<file path="src/rtl/oneshot_pkg.sv">
// Shared types for the one-shot pulse generator.
// Assumes: nothing beyond a single clock domain after synchronization.
package oneshot_pkg;

    // Synchronized view of one channel's input pins.
    typedef struct packed {
        logic fall_pin;   // falling-edge trigger level
        logic rise_pin;   // rising-edge trigger level
        logic clr_lvl;    // clear level, 1 = not cleared
    } os_pins_t;

endpackage

</file>
<file path="src/rtl/os_sync.sv">
// Two-flop synchronizer for a bundle of asynchronous inputs.
// Assumes: every bit is an independent level; no bus coherency is needed.
module os_sync #(
    parameter int WIDTH = 3
) (
    input  logic             clk,
    input  logic             rst_n,
    input  logic [WIDTH-1:0] async_i,
    output logic [WIDTH-1:0] sync_o
);

    logic [WIDTH-1:0] stage1;

    // Two register stages to resolve metastability.
    always_ff @(posedge clk) begin
        if (!rst_n) begin
            stage1 <= '0;
            sync_o <= '0;
        end else begin
            stage1 <= async_i;
            sync_o <= stage1;
        end
    end

endmodule

</file>
<file path="src/rtl/os_trigger.sv">
// Edge detection and gating for one channel.
// Produces a one-cycle fire strobe when a qualifying transition is seen.
// Assumes: the inputs are already synchronized. Edges are suppressed until
// the synchronizer and history registers hold real post-reset samples.
module os_trigger
    import oneshot_pkg::*;
#(
    parameter bit CLR_TRIG = 1'b1
) (
    input  logic     clk,
    input  logic     rst_n,
    input  os_pins_t pins_i,
    output logic     fire_o
);

    localparam int PRIME_LEN = 3;

    os_pins_t               prev;
    logic [PRIME_LEN-1:0]   prime;
    logic                   fall_hit;
    logic                   rise_hit;
    logic                   clr_hit;

    // Hold the previous synchronized sample and track history validity.
    always_ff @(posedge clk) begin
        if (!rst_n) begin
            prev  <= '0;
            prime <= '0;
        end else begin
            prev  <= pins_i;
            prime <= {prime[PRIME_LEN-2:0], 1'b1};
        end
    end

    // Gated trigger conditions on synchronized transitions.
    always_comb begin
        fall_hit = prev.fall_pin && !pins_i.fall_pin && pins_i.rise_pin && pins_i.clr_lvl;
        rise_hit = !prev.rise_pin && pins_i.rise_pin && !pins_i.fall_pin && pins_i.clr_lvl;
        clr_hit  = CLR_TRIG && !prev.clr_lvl && pins_i.clr_lvl
                   && !pins_i.fall_pin && pins_i.rise_pin;
        fire_o   = prime[PRIME_LEN-1] && (fall_hit || rise_hit || clr_hit);
    end

endmodule

</file>
<file path="src/rtl/os_timer.sv">
// Pulse counter for one channel: starts and retriggers the pulse,
// applies the minimum retrigger interval and the clear override.
// Assumes: fire_i is a single-cycle strobe; clr_lvl_i is synchronized.
module os_timer #(
    parameter int CNT_W   = 8,
    parameter int MIN_GAP = 4
) (
    input  logic             clk,
    input  logic             rst_n,
    input  logic             fire_i,
    input  logic             clr_lvl_i,
    input  logic [CNT_W-1:0] width_i,
    output logic             pulse_o,
    output logic             pulse_n_o
);

    localparam int               GAP_W   = $clog2(MIN_GAP + 1);
    localparam logic [GAP_W-1:0] GAP_MAX = GAP_W'(MIN_GAP);
    localparam logic [GAP_W-1:0] GAP_LIM = GAP_W'(MIN_GAP - 1);

    logic [CNT_W-1:0] remain;
    logic [GAP_W-1:0] since;
    logic [CNT_W-1:0] load_val;
    logic             accept;

    // Width of 0 becomes 1; retriggers need the gap to be reached.
    always_comb begin
        load_val = (width_i == '0) ? CNT_W'(1) : width_i;
        accept   = fire_i && (!pulse_o || since >= GAP_LIM);
    end

    // Pulse state: clear first, then accepted trigger, then countdown.
    always_ff @(posedge clk) begin
        if (!rst_n) begin
            pulse_o   <= 1'b0;
            pulse_n_o <= 1'b1;
            remain    <= '0;
            since     <= GAP_MAX;
        end else if (!clr_lvl_i) begin
            pulse_o   <= 1'b0;
            pulse_n_o <= 1'b1;
            remain    <= '0;
            since     <= GAP_MAX;
        end else if (accept) begin
            pulse_o   <= 1'b1;
            pulse_n_o <= 1'b0;
            remain    <= load_val;
            since     <= '0;
        end else begin
            if (since != GAP_MAX) since <= since + 1'b1;
            if (pulse_o) begin
                if (remain <= CNT_W'(1)) begin
                    pulse_o   <= 1'b0;
                    pulse_n_o <= 1'b1;
                    remain    <= '0;
                end else begin
                    remain <= remain - 1'b1;
                end
            end
        end
    end

endmodule

</file>
<file path="src/rtl/oneshot_bank.sv">
// Bank of independent retriggerable one-shot channels.
// Each channel synchronizes its pins, detects gated trigger transitions
// and runs its own pulse counter.
// Assumes: all pins are asynchronous; width_i is quasi-static.
module oneshot_bank
    import oneshot_pkg::*;
#(
    parameter int              NUM_CH        = 2,
    parameter int              CNT_W         = 8,
    parameter int              MIN_GAP       = 4,
    parameter logic [NUM_CH-1:0] CLR_TRIG_MASK = 2'b01
) (
    input  logic                    clk,
    input  logic                    rst_n,
    input  logic [NUM_CH-1:0]       trig_fall_i,
    input  logic [NUM_CH-1:0]       trig_rise_i,
    input  logic [NUM_CH-1:0]       clr_n_i,
    input  logic [NUM_CH*CNT_W-1:0] width_i,
    output logic [NUM_CH-1:0]       pulse_o,
    output logic [NUM_CH-1:0]       pulse_n_o
);

    for (genvar g = 0; g < NUM_CH; g++) begin : g_ch
        os_pins_t pins_raw;
        os_pins_t pins_sync;
        logic     fire;

        // Bundle this channel's pins for the synchronizer.
        always_comb begin
            pins_raw.fall_pin = trig_fall_i[g];
            pins_raw.rise_pin = trig_rise_i[g];
            pins_raw.clr_lvl  = clr_n_i[g];
        end

        os_sync #(.WIDTH($bits(os_pins_t))) u_sync (
            .clk     (clk),
            .rst_n   (rst_n),
            .async_i (pins_raw),
            .sync_o  (pins_sync)
        );

        os_trigger #(.CLR_TRIG(CLR_TRIG_MASK[g])) u_trig (
            .clk    (clk),
            .rst_n  (rst_n),
            .pins_i (pins_sync),
            .fire_o (fire)
        );

        os_timer #(.CNT_W(CNT_W), .MIN_GAP(MIN_GAP)) u_timer (
            .clk       (clk),
            .rst_n     (rst_n),
            .fire_i    (fire),
            .clr_lvl_i (pins_sync.clr_lvl),
            .width_i   (width_i[g*CNT_W +: CNT_W]),
            .pulse_o   (pulse_o[g]),
            .pulse_n_o (pulse_n_o[g])
        );
    end

endmodule

</file>
<file path="config.mk">
export PLATFORM = sky130hd
export DESIGN_NAME = oneshot_bank
export DESIGN_NICKNAME = d
export VERILOG_FILES = /design/src/rtl/oneshot_pkg.sv /design/src/rtl/os_sync.sv /design/src/rtl/os_trigger.sv /design/src/rtl/os_timer.sv /design/src/rtl/oneshot_bank.sv
export SDC_FILE = /design/constraint.sdc
export NUM_CORES = 1
export LEC_CHECK = 0
export ABC_AREA = 1
export BUFFER_PORTS_ARGS = -buffer_cell sky130_fd_sc_hd__buf_2
export CAP_MARGIN = 20
export CORE_MARGIN = 1
export CORE_UTILIZATION = 52
export DETAILED_ROUTE_END_ITERATION = 8
export GPL_ROUTABILITY_DRIVEN = 1
export PLACE_DENSITY = 0.76
export SKIP_LAST_GASP = 1
export SLEW_MARGIN = 5
export SYNTH_ARGS = -nofsm -noshare
export SYNTH_HDL_FRONTEND = slang
export SYNTH_SLANG_ARGS = --single-unit
</file>
<file path="constraint.sdc">
create_clock -name clk -period 1.55 [get_ports clk]
set_clock_uncertainty 0.05 [all_clocks]
set_input_delay 0.2325 -clock clk [delete_from_list [all_inputs] [get_ports clk]]
set_output_delay 0.2325 -clock clk [all_outputs]
set_load 0.01 [all_outputs]
</file>
==> summary.txt, run 1 <==
Status
  – Run status: complete, no violations

Routing
  – DR vias/cell: 5.07
  – Wire per inst: between 10 and 15 um
  – Max layer used: met4
  – DRT antenna net count: 0
  – TritonRoute pass-1 iters: 5
  – WL final: about 5600 um
  – Routed met3 length: just under 400 um
  – # DRC: 0
  – Starting DRT DRC Count: between 150 and 200
  – Met2 wire length: 2650 um
  – Metal-1 WL: approximately 2400 um
  – Routed vias: 2320

Worst setup path
  – Critical path endpoint category: flop
  – Crit-path max cell delay: about 0.35 ns
  – WP data arrival: ~1.7 ns
  – Crit Path Class: reg -> reg
  – Crit path buf inv count: 0
  – CP dominant cell by count: nand3_4
  – Crit-path cells: ha_4 -> ha_4 -> nor2_4 -> nand3_4 -> nand3_4 -> nand3_4 -> nor2_2 -> nor2_1 -> nor2_1
  – Worst R2R Path Depth: 9
  – Critical Path RT: between 1.5 and 2 ns
  – Crit Path Max Fanout: 6
  – CP max-delay cell: dfxtp_2
  – Top delay family on crit path: simple AND/OR/NAND/NOR gates
  – Critical path depth in cells: 9
  – Type of element launching the critical path: flop

Synthesis
  – Post-synthesis compound-gate area fraction: under 10%
  – Yosys reg bits: 46
  – Xor/xnor cell area share of the yosys netlist: about 2.2%
  – Post-synthesis mux area share: 0%
  – Mapped Avg Cell Area: between 6 and 7 um^2
  – Sequential-to-total area share from yosys stat: 37.9%
  – Synth unique cells: 27
  – Ys Warns: 0
  – Synth area leaders: dfxtp_1, nand2_1, nor2_1, inv_1, ha_1
  – Synth Area in Simple Gates: a little under two fifths
  – Leading area contributor after synthesis: dfxtp_1
  – Post-Synth Adder-Cell Area: approximately 5%
  – Mapped Nets: 390
  – Top cell type's share of synthesized area: between 30 and 40%
  – Mapped cell area: around 2400 um^2
  – Largest family of logic cells by synthesized area: simple AND/OR/NAND/NOR gates
  – Synth Instances: between 300 and 400

STA
  – Final Hold Viols: 0
  – Slew HR: around three quarters
  – Final worst-path cycle share: around 99%
  – Max Clock Freq: between 600 and 700 MHz
  – Final Max Tran Viols: 0
  – Worst setup margin: 0.0141 ns
  – Least-Margin Pin Slew: around 0.36 ns
  – Final Setup Violations: 0
  – Minimum clock period: approximately 1.5 ns
  – RSZ-0062 raised after global routing: yes

Cells and area
  – P&R area growth vs syn: 22.9%
  – Reg area: 932 um^2
  – Fin util: 67.7%
  – Most frequent cells in the layout: nand2_1, inv_1, nor2_1, dfxtp_1, buf_2
  – Multi-input gate area: 1370 um^2
  – Fin nets: between 400 and 500
  – ANT cells: 0
  – Leading cell type in the layout, fill and taps excluded: nand2_1
  – Share of cells above drive strength 1: about a quarter
  – Fillcell total: approximately 370
  – Cell Count, Final, Fillers Out: 458

Floorplan
  – Standard-cell rows: 24
  – Die Y: just over 70 um
  – Starting Density: 55.1%
  – IO Pins: 28
  – Core ar.: roughly 4400 um^2
  – Die width: about 70 um
  – Die area: 4950 um^2

Power and ir drop
  – Pwr/cell area: about 700 nW/um^2
  – Static Leak: around 1.5 nW
  – Maximum VDD drop: between 0.0008 and 0.0009 V

Place
  – Port bufs: 27
  – Post-placement cell count: 440
  – Gpl congestion: 0.899
  – Post-DP HPWL: approximately 3400 um
  – Worst slack at placement: -0.0719 ns

CTS
  – Root buffer cell: clkbuf_8
  – TritonCTS Sinks: 46
  – CTS Buffer Depth: 2
  – Reg clk slew, reported paths: 0.10 ns
  – CTS tree: done
  – H-tree depth: 2
  – CTS buffer count: 5
  – Later-pin clock latency in the skew report: 0.31 ns
  – Hold-fix buffers at CTS: 0

Run
  – Max-Cap Viols: 0

GRT
  – Total track usage: between 20% and 30%
  – Vias in the first global route: between 2000 and 2500
  – Antenna violations before repair: 0
  – Largest net degree at the start of global routing: 18
  – Remaining global-route overflow: 0
  – First-pass GRT wire length: a little under 9000 um

Min path
  – Worst min path class: in -> reg
  – Hold path cells: 3
==> worst min-delay path, stage by stage <==
cell,delay [ns]
buf_2,0.07
nand2_1,0.04
inv_1,0.04
==> cells by family after synthesis <==
family	Yosys count
xor gates and xnor gates	6
buffers and inverters	68
AOI/OAI and AO/OA	21
and+or+nand+nor	205
adders and majority gates	10
DFF	46
==> area by class of cell <==
cell class                      count  area share, %
Tap cell                           52           2.18
Multi-Input combinational cell    245           45.9
Clock buffer                        5           2.30
Sequential cell                    46           31.2
Timing Repair Buffer               48           10.2
Inverter                           59           7.41
Clock inverter                      3          0.879
==> layer usage <==
| layer | vias to the layer above | GRT usage [%] |
|---|---|---|
| met2 | 94 | 36.2 |
| met4 | 0 | 10.0 |
| met5 | - | 0 |
| met3 | 14 | 4.91 |
| li1 | 1190 | - |
| met1 | 1022 | 28.8 |
==> cells in the mapped netlist <==
cell type  instances
nand4_1            8
inv_1             53
nand3_4            2
o21ai_1            1
buf_8              1
nor2_1            56
buf_4              5
nand3_2            4
o21ai_0            4
o21bai_1           2
a21oi_1           12
and2_4             2
xor2_1             6
buf_2              1
a31oi_1            2
inv_2              4
clkinv_1           2
ha_1              10
nor2_2             3
nand3_1           23
nand3b_1           1
nand2_1           98
dfxtp_1           46
nand2_2            5
buf_6              1
nor2_4             3
buf_1              1
==> power breakdown <==
part	switching [mW]	leakage (nW)	total [mW]	internal, mW
logic	0.0465	1.08	0.0838	0.0373
clock network	0.464	0.0495	0.799	0.335
registers	0.00731	0.377	1.21	1.20
total	0.518	1.51	2.09	1.58
==> sequential cells by signal (all words and copies together), names as in the netlist <==
signal,cells
g_ch.u_sync.stage1,6
g_ch.u_sync.sync_o,6
g_ch.u_timer.pulse_n_o,2
g_ch.u_timer.pulse_o,2
g_ch.u_timer.remain,16
g_ch.u_timer.since,6
g_ch.u_trig.prev,5
g_ch.u_trig.prime,3
==> repair_timing <==
action | CTS | global route
cloned | 2 | 1
buffers inserted | 2 | 5
resized for setup | 22 | 20
setup endpoints to repair | 16 | 20
pin swaps | 13 | 20
==> per-stage QoR <==
step / setup TNS, ns / area [um^2] / hold slack (ns) / power, mW
after floorplan: 0 / 2430 / 0.210 / 1.27
after global placement: 0 / 2670 / 0.344 / 1.32
after detailed placement: -0.486 / 2670 / 0.350 / 1.32
after CTS: -0.131 / 2880 / 0.0408 / 2.10
after global routing: -0.322 / 2990 / 0.0369 / 2.17
final: 0 / 2990 / 0.0467 / 2.09
==> worst paths after layout <==
| check | startpoint | endpoint | slack, ns |
|---|---|---|---|
| worst max-delay path | g_ch[1].u_timer.since[1] | g_ch[1].u_timer.remain[0] | 0.01 |
| worst min-delay path | trig_fall_i[0] | g_ch[0].u_sync.stage1[2] | 0.05 |
| worst max register to register | g_ch[1].u_timer.since[1] | g_ch[1].u_timer.remain[0] | 0.01 |
| worst min register to register | g_ch[0].u_trig.prime[1] | g_ch[0].u_trig.prime[2] | 0.36 |
No activity file was read; power rests on OpenSTA's default activity.
==> run 2: changes to the inputs <==
--- a/config.mk
+++ b/config.mk
@@ -12,7 +12,7 @@
 export CORE_UTILIZATION = 52
 export DETAILED_ROUTE_END_ITERATION = 8
 export GPL_ROUTABILITY_DRIVEN = 1
-export PLACE_DENSITY = 0.76
+export PLACE_DENSITY_LB_ADDON = 0.3
 export SKIP_LAST_GASP = 1
 export SLEW_MARGIN = 5
 export SYNTH_ARGS = -nofsm -noshare
==> constraint.sdc (replaced) <==
create_clock -name clk -period 1.55 [get_ports clk]
set_clock_uncertainty 0.05 [all_clocks]
set_input_delay 0.2325 -clock clk [delete_from_list [all_inputs] [get_ports clk]]
set_output_delay 0.2325 -clock clk [all_outputs]
set_load 0.1 [all_outputs]
==> run 2 against run 1 <==
Non-clock buffer count shrank 4. Critical path depth grew 1. Worst setup slack gained 0.026 ns. Sequential share of layout area shrank 0.055 points. Global-route usage shrank 0.65 points. Fmax grew 1.7%. Utilization is essentially flat. Cell count shrank 1.1%. Die area is the same. Wire length shrank 6.1%. Hold slack gained 0.0022 ns. Critical endpoint is now g_ch[1].u_timer.remain[4].
==> summary.txt, run 2 (synthesis gave the netlist of run 1 again) <==
Status
  – Run status: complete, no violations

Worst setup path
  – Crit-path cells: ha_4 -> ha_4 -> nor2_4 -> nand3_4 -> nand3_4 -> buf_4 -> nand3_1 -> nand2_1 -> inv_2 -> a21oi_1
  – CP max-delay cell: dfxtp_2
  – Crit Path Max Fanout: 6 (unchanged)
  – Worst R2R Path Depth: 10 (+1)
  – WP data arrival: 1.71 ns (-0.03 ns)
  – Critical Path RT: 1.75 ns (about the same)
  – Critical path endpoint category: flop
  – Crit Path Class: reg -> reg
  – Crit-path max cell delay: 0.35 ns (about the same)
  – Type of element launching the critical path: flop

Cells and area
  – P&R area growth vs syn: 23.0% (about the same)
  – Leading cell type in the layout, fill and taps excluded: nand2_1
  – Share of cells above drive strength 1: 25.9% (-0.67 points)
  – Fin util: 67.8% (about the same)
  – Most frequent cells in the layout: nand2_1, inv_1, nor2_1, dfxtp_1, buf_2
  – Fin nets: 434 (-1.1%)
  – ANT cells: 0 (unchanged)
  – Reg area: 931 um^2 (-0.13%)
  – Fillcell total: 370 (-0.80%)
  – Multi-input gate area: 1380 um^2 (+0.36%)
  – Number of flip-flops in the largest register: 16 (unchanged)
  – Largest Register: g_ch.u_timer.remain
  – Cell Count, Final, Fillers Out: 453 (-1.1%)

CTS
  – Root buffer cell: clkbuf_8
  – CTS Buffer Depth: 2 (unchanged)
  – TritonCTS Sinks: 46 (unchanged)
  – Reg clk slew, reported paths: 0.10 ns (about the same)
  – CTS tree: done
  – CTS buffer count: 5 (unchanged)
  – Later-pin clock latency in the skew report: 0.31 ns (about the same)
  – H-tree depth: 2 (unchanged)

Power and ir drop
  – Static Leak: 1.49 nW (-0.74%)
  – Pwr/cell area: 697 nW/um^2 (-0.40%)
  – Net Sw Power: 0.508 mW (-1.8%)
  – Tot Pwr: 2.09 mW (-0.35%)
  – Reg power frac: 58.0% (+0.2 points)
  – Switch share: 24.4% (-0.36 points)
  – Maximum VDD drop: 0.000585 V (-27%)
  – Clock power frac: 38.1% (about the same)
  – Comb power frac: 3.9% (about the same)
  – Internal Power: 1.58 mW (+0.12%)

GRT
  – Largest net degree at the start of global routing: 18 (unchanged)
  – First-pass GRT wire length: 8800 um (-0.93%)
  – Remaining global-route overflow: 0 (unchanged)
  – Total track usage: 21.9% (-0.65 points)
  – Antenna violations before repair: 0 (unchanged)
  – Vias in the first global route: 2081 (+0.096%)

Routing
  – WL final: 5220 um (-6.1%)
  – Wire per inst: 11.5 um (-5.1%)
  – # DRC: 0 (unchanged)
  – DR vias/cell: 4.95 (-2.2%)
  – DRT antenna net count: 0 (unchanged)
  – Routed vias: 2244 (-3.3%)
  – TritonRoute pass-1 iters: 4 (-1)
  – Starting DRT DRC Count: 112 (-40%)

STA
  – Max Clock Freq: 662 MHz (+1.7%)
  – Final worst-path cycle share: 97.4% (-1.7 points)
  – Least-Margin Pin Slew: 0.483 ns (+0.119 ns)
  – Final Max Tran Viols: 0 (unchanged)
  – Final Setup Violations: 0 (unchanged)
  – RSZ-0062 raised after global routing: yes
  – Slew HR: 68.0% (-7.7 points)
  – Worst setup margin: 0.0405 ns (+0.0264 ns)
  – TNS Setup: 0 ns (unchanged)
  – Minimum clock period: 1.51 ns (-0.0264 ns)
  – Final Hold Viols: 0 (unchanged)

Floorplan
  – Die width: 70.4 um (unchanged)
  – Starting Density: 55.1% (unchanged)
  – IO Pins: 28 (unchanged)
  – Die area: 4950 um^2 (unchanged)
  – Core ar.: 4410 um^2 (unchanged)
  – Die Y: 70.4 um (unchanged)
  – Standard-cell rows: 24 (unchanged)

Place
  – Gpl congestion: 0.861 (-4.3%)
  – Port bufs: 27 (unchanged)
  – Post-DP HPWL: 3380 um (-2.1%)
  – Worst slack at placement: -0.0324 ns (+0.0394 ns)
  – Post-placement cell count: 439 (-0.23%)

Min path
  – Hold path cells: 3 (unchanged)
  – Worst min path class: in -> reg

Run
  – Max-Cap Viols: 0 (unchanged)
[run 2: cell types whose count changed in the layout (fill, tap and decap cells not counted), moves of 2 or more]
cell     change
nand3_1      -3
nand3_2      +3
a21oi_1      -2
a21oi_2      +2
buf_12       +2
buf_2        -2
buf_4        -2
buf_6        -2
inv_2        -2
inv_6        -2
nand2_1      +2
nand2_2      -2
[run 2: power by group through the flow]
stage / registers [mW] / logic, mW / clock network [mW]
2_1_floorplan: 1.24 / 0.0368 / 0
3_3_place_gp: 1.24 / 0.0782 / 0
3_5_place_dp: 1.24 / 0.0800 / 0
4_1_cts: 1.21 / 0.0805 / 0.813
5_1_grt: 1.21 / 0.0954 / 0.857
6_report: 1.21 / 0.0814 / 0.794
[run 2: worst paths after layout]
| path | startpoint | endpoint | slack [ns] |
|---|---|---|---|
| worst min register to register | g_ch[1].u_trig.prime[0] | g_ch[0].u_trig.prime[1] | 0.37 |
| worst max register to register | g_ch[1].u_timer.since[0] | g_ch[1].u_timer.remain[4] | 0.04 |
| worst max-delay path | g_ch[1].u_timer.since[0] | g_ch[1].u_timer.remain[4] | 0.04 |
| worst min-delay path | clr_n_i[1] | g_ch[1].u_sync.stage1[0] | 0.05 |
[run 2: worst max-delay path, delay by kind of cell (launching register included)]
family                   cells  cell delay, ns
AND/OR/NAND/NOR              5            0.47
flip-flops                   1            0.35
buffers and inverters        2            0.16
adder cells (fa/ha/maj)      2            0.33
AO/OA/AOI/OAI                1            0.10
[run 2: area by class of cell]
class | count | share of cell area (%)
timing repair buffer | 44 | 9.91
tap | 52 | 2.17
clock inverter | 3 | 0.962
clock buffer | 5 | 2.30
inverter | 59 | 7.49
sequential | 46 | 31.1
multi-input combinational | 244 | 46.0
[run 2: through the flow]
step | hold slack, ns | instance area [um^2]
2_1_floorplan | 0.210 | 2430
3_3_place_gp | 0.343 | 2690
3_5_place_dp | 0.347 | 2690
4_1_cts | 0.0431 | 2860
5_1_grt | 0.0553 | 2990
6_report | 0.0489 | 2990
[run 2: timing repair]
item | CTS | global route
gates cloned | 1 | 1
buffers inserted | 3 | 1
hold buffers | 0 | 0
pin swaps | 9 | 16
resized for setup | 14 | 27
setup endpoints to repair | 12 | 21
[run 2: metal layers]
layer  vias up  wire length (um)  GRT usage (%)
li1       1174                 -              -
met2        63              2560           36.4
met3         5               229           3.46
met1      1002              2380           28.8
met5         -                 0              0
met4         0                50           6.89
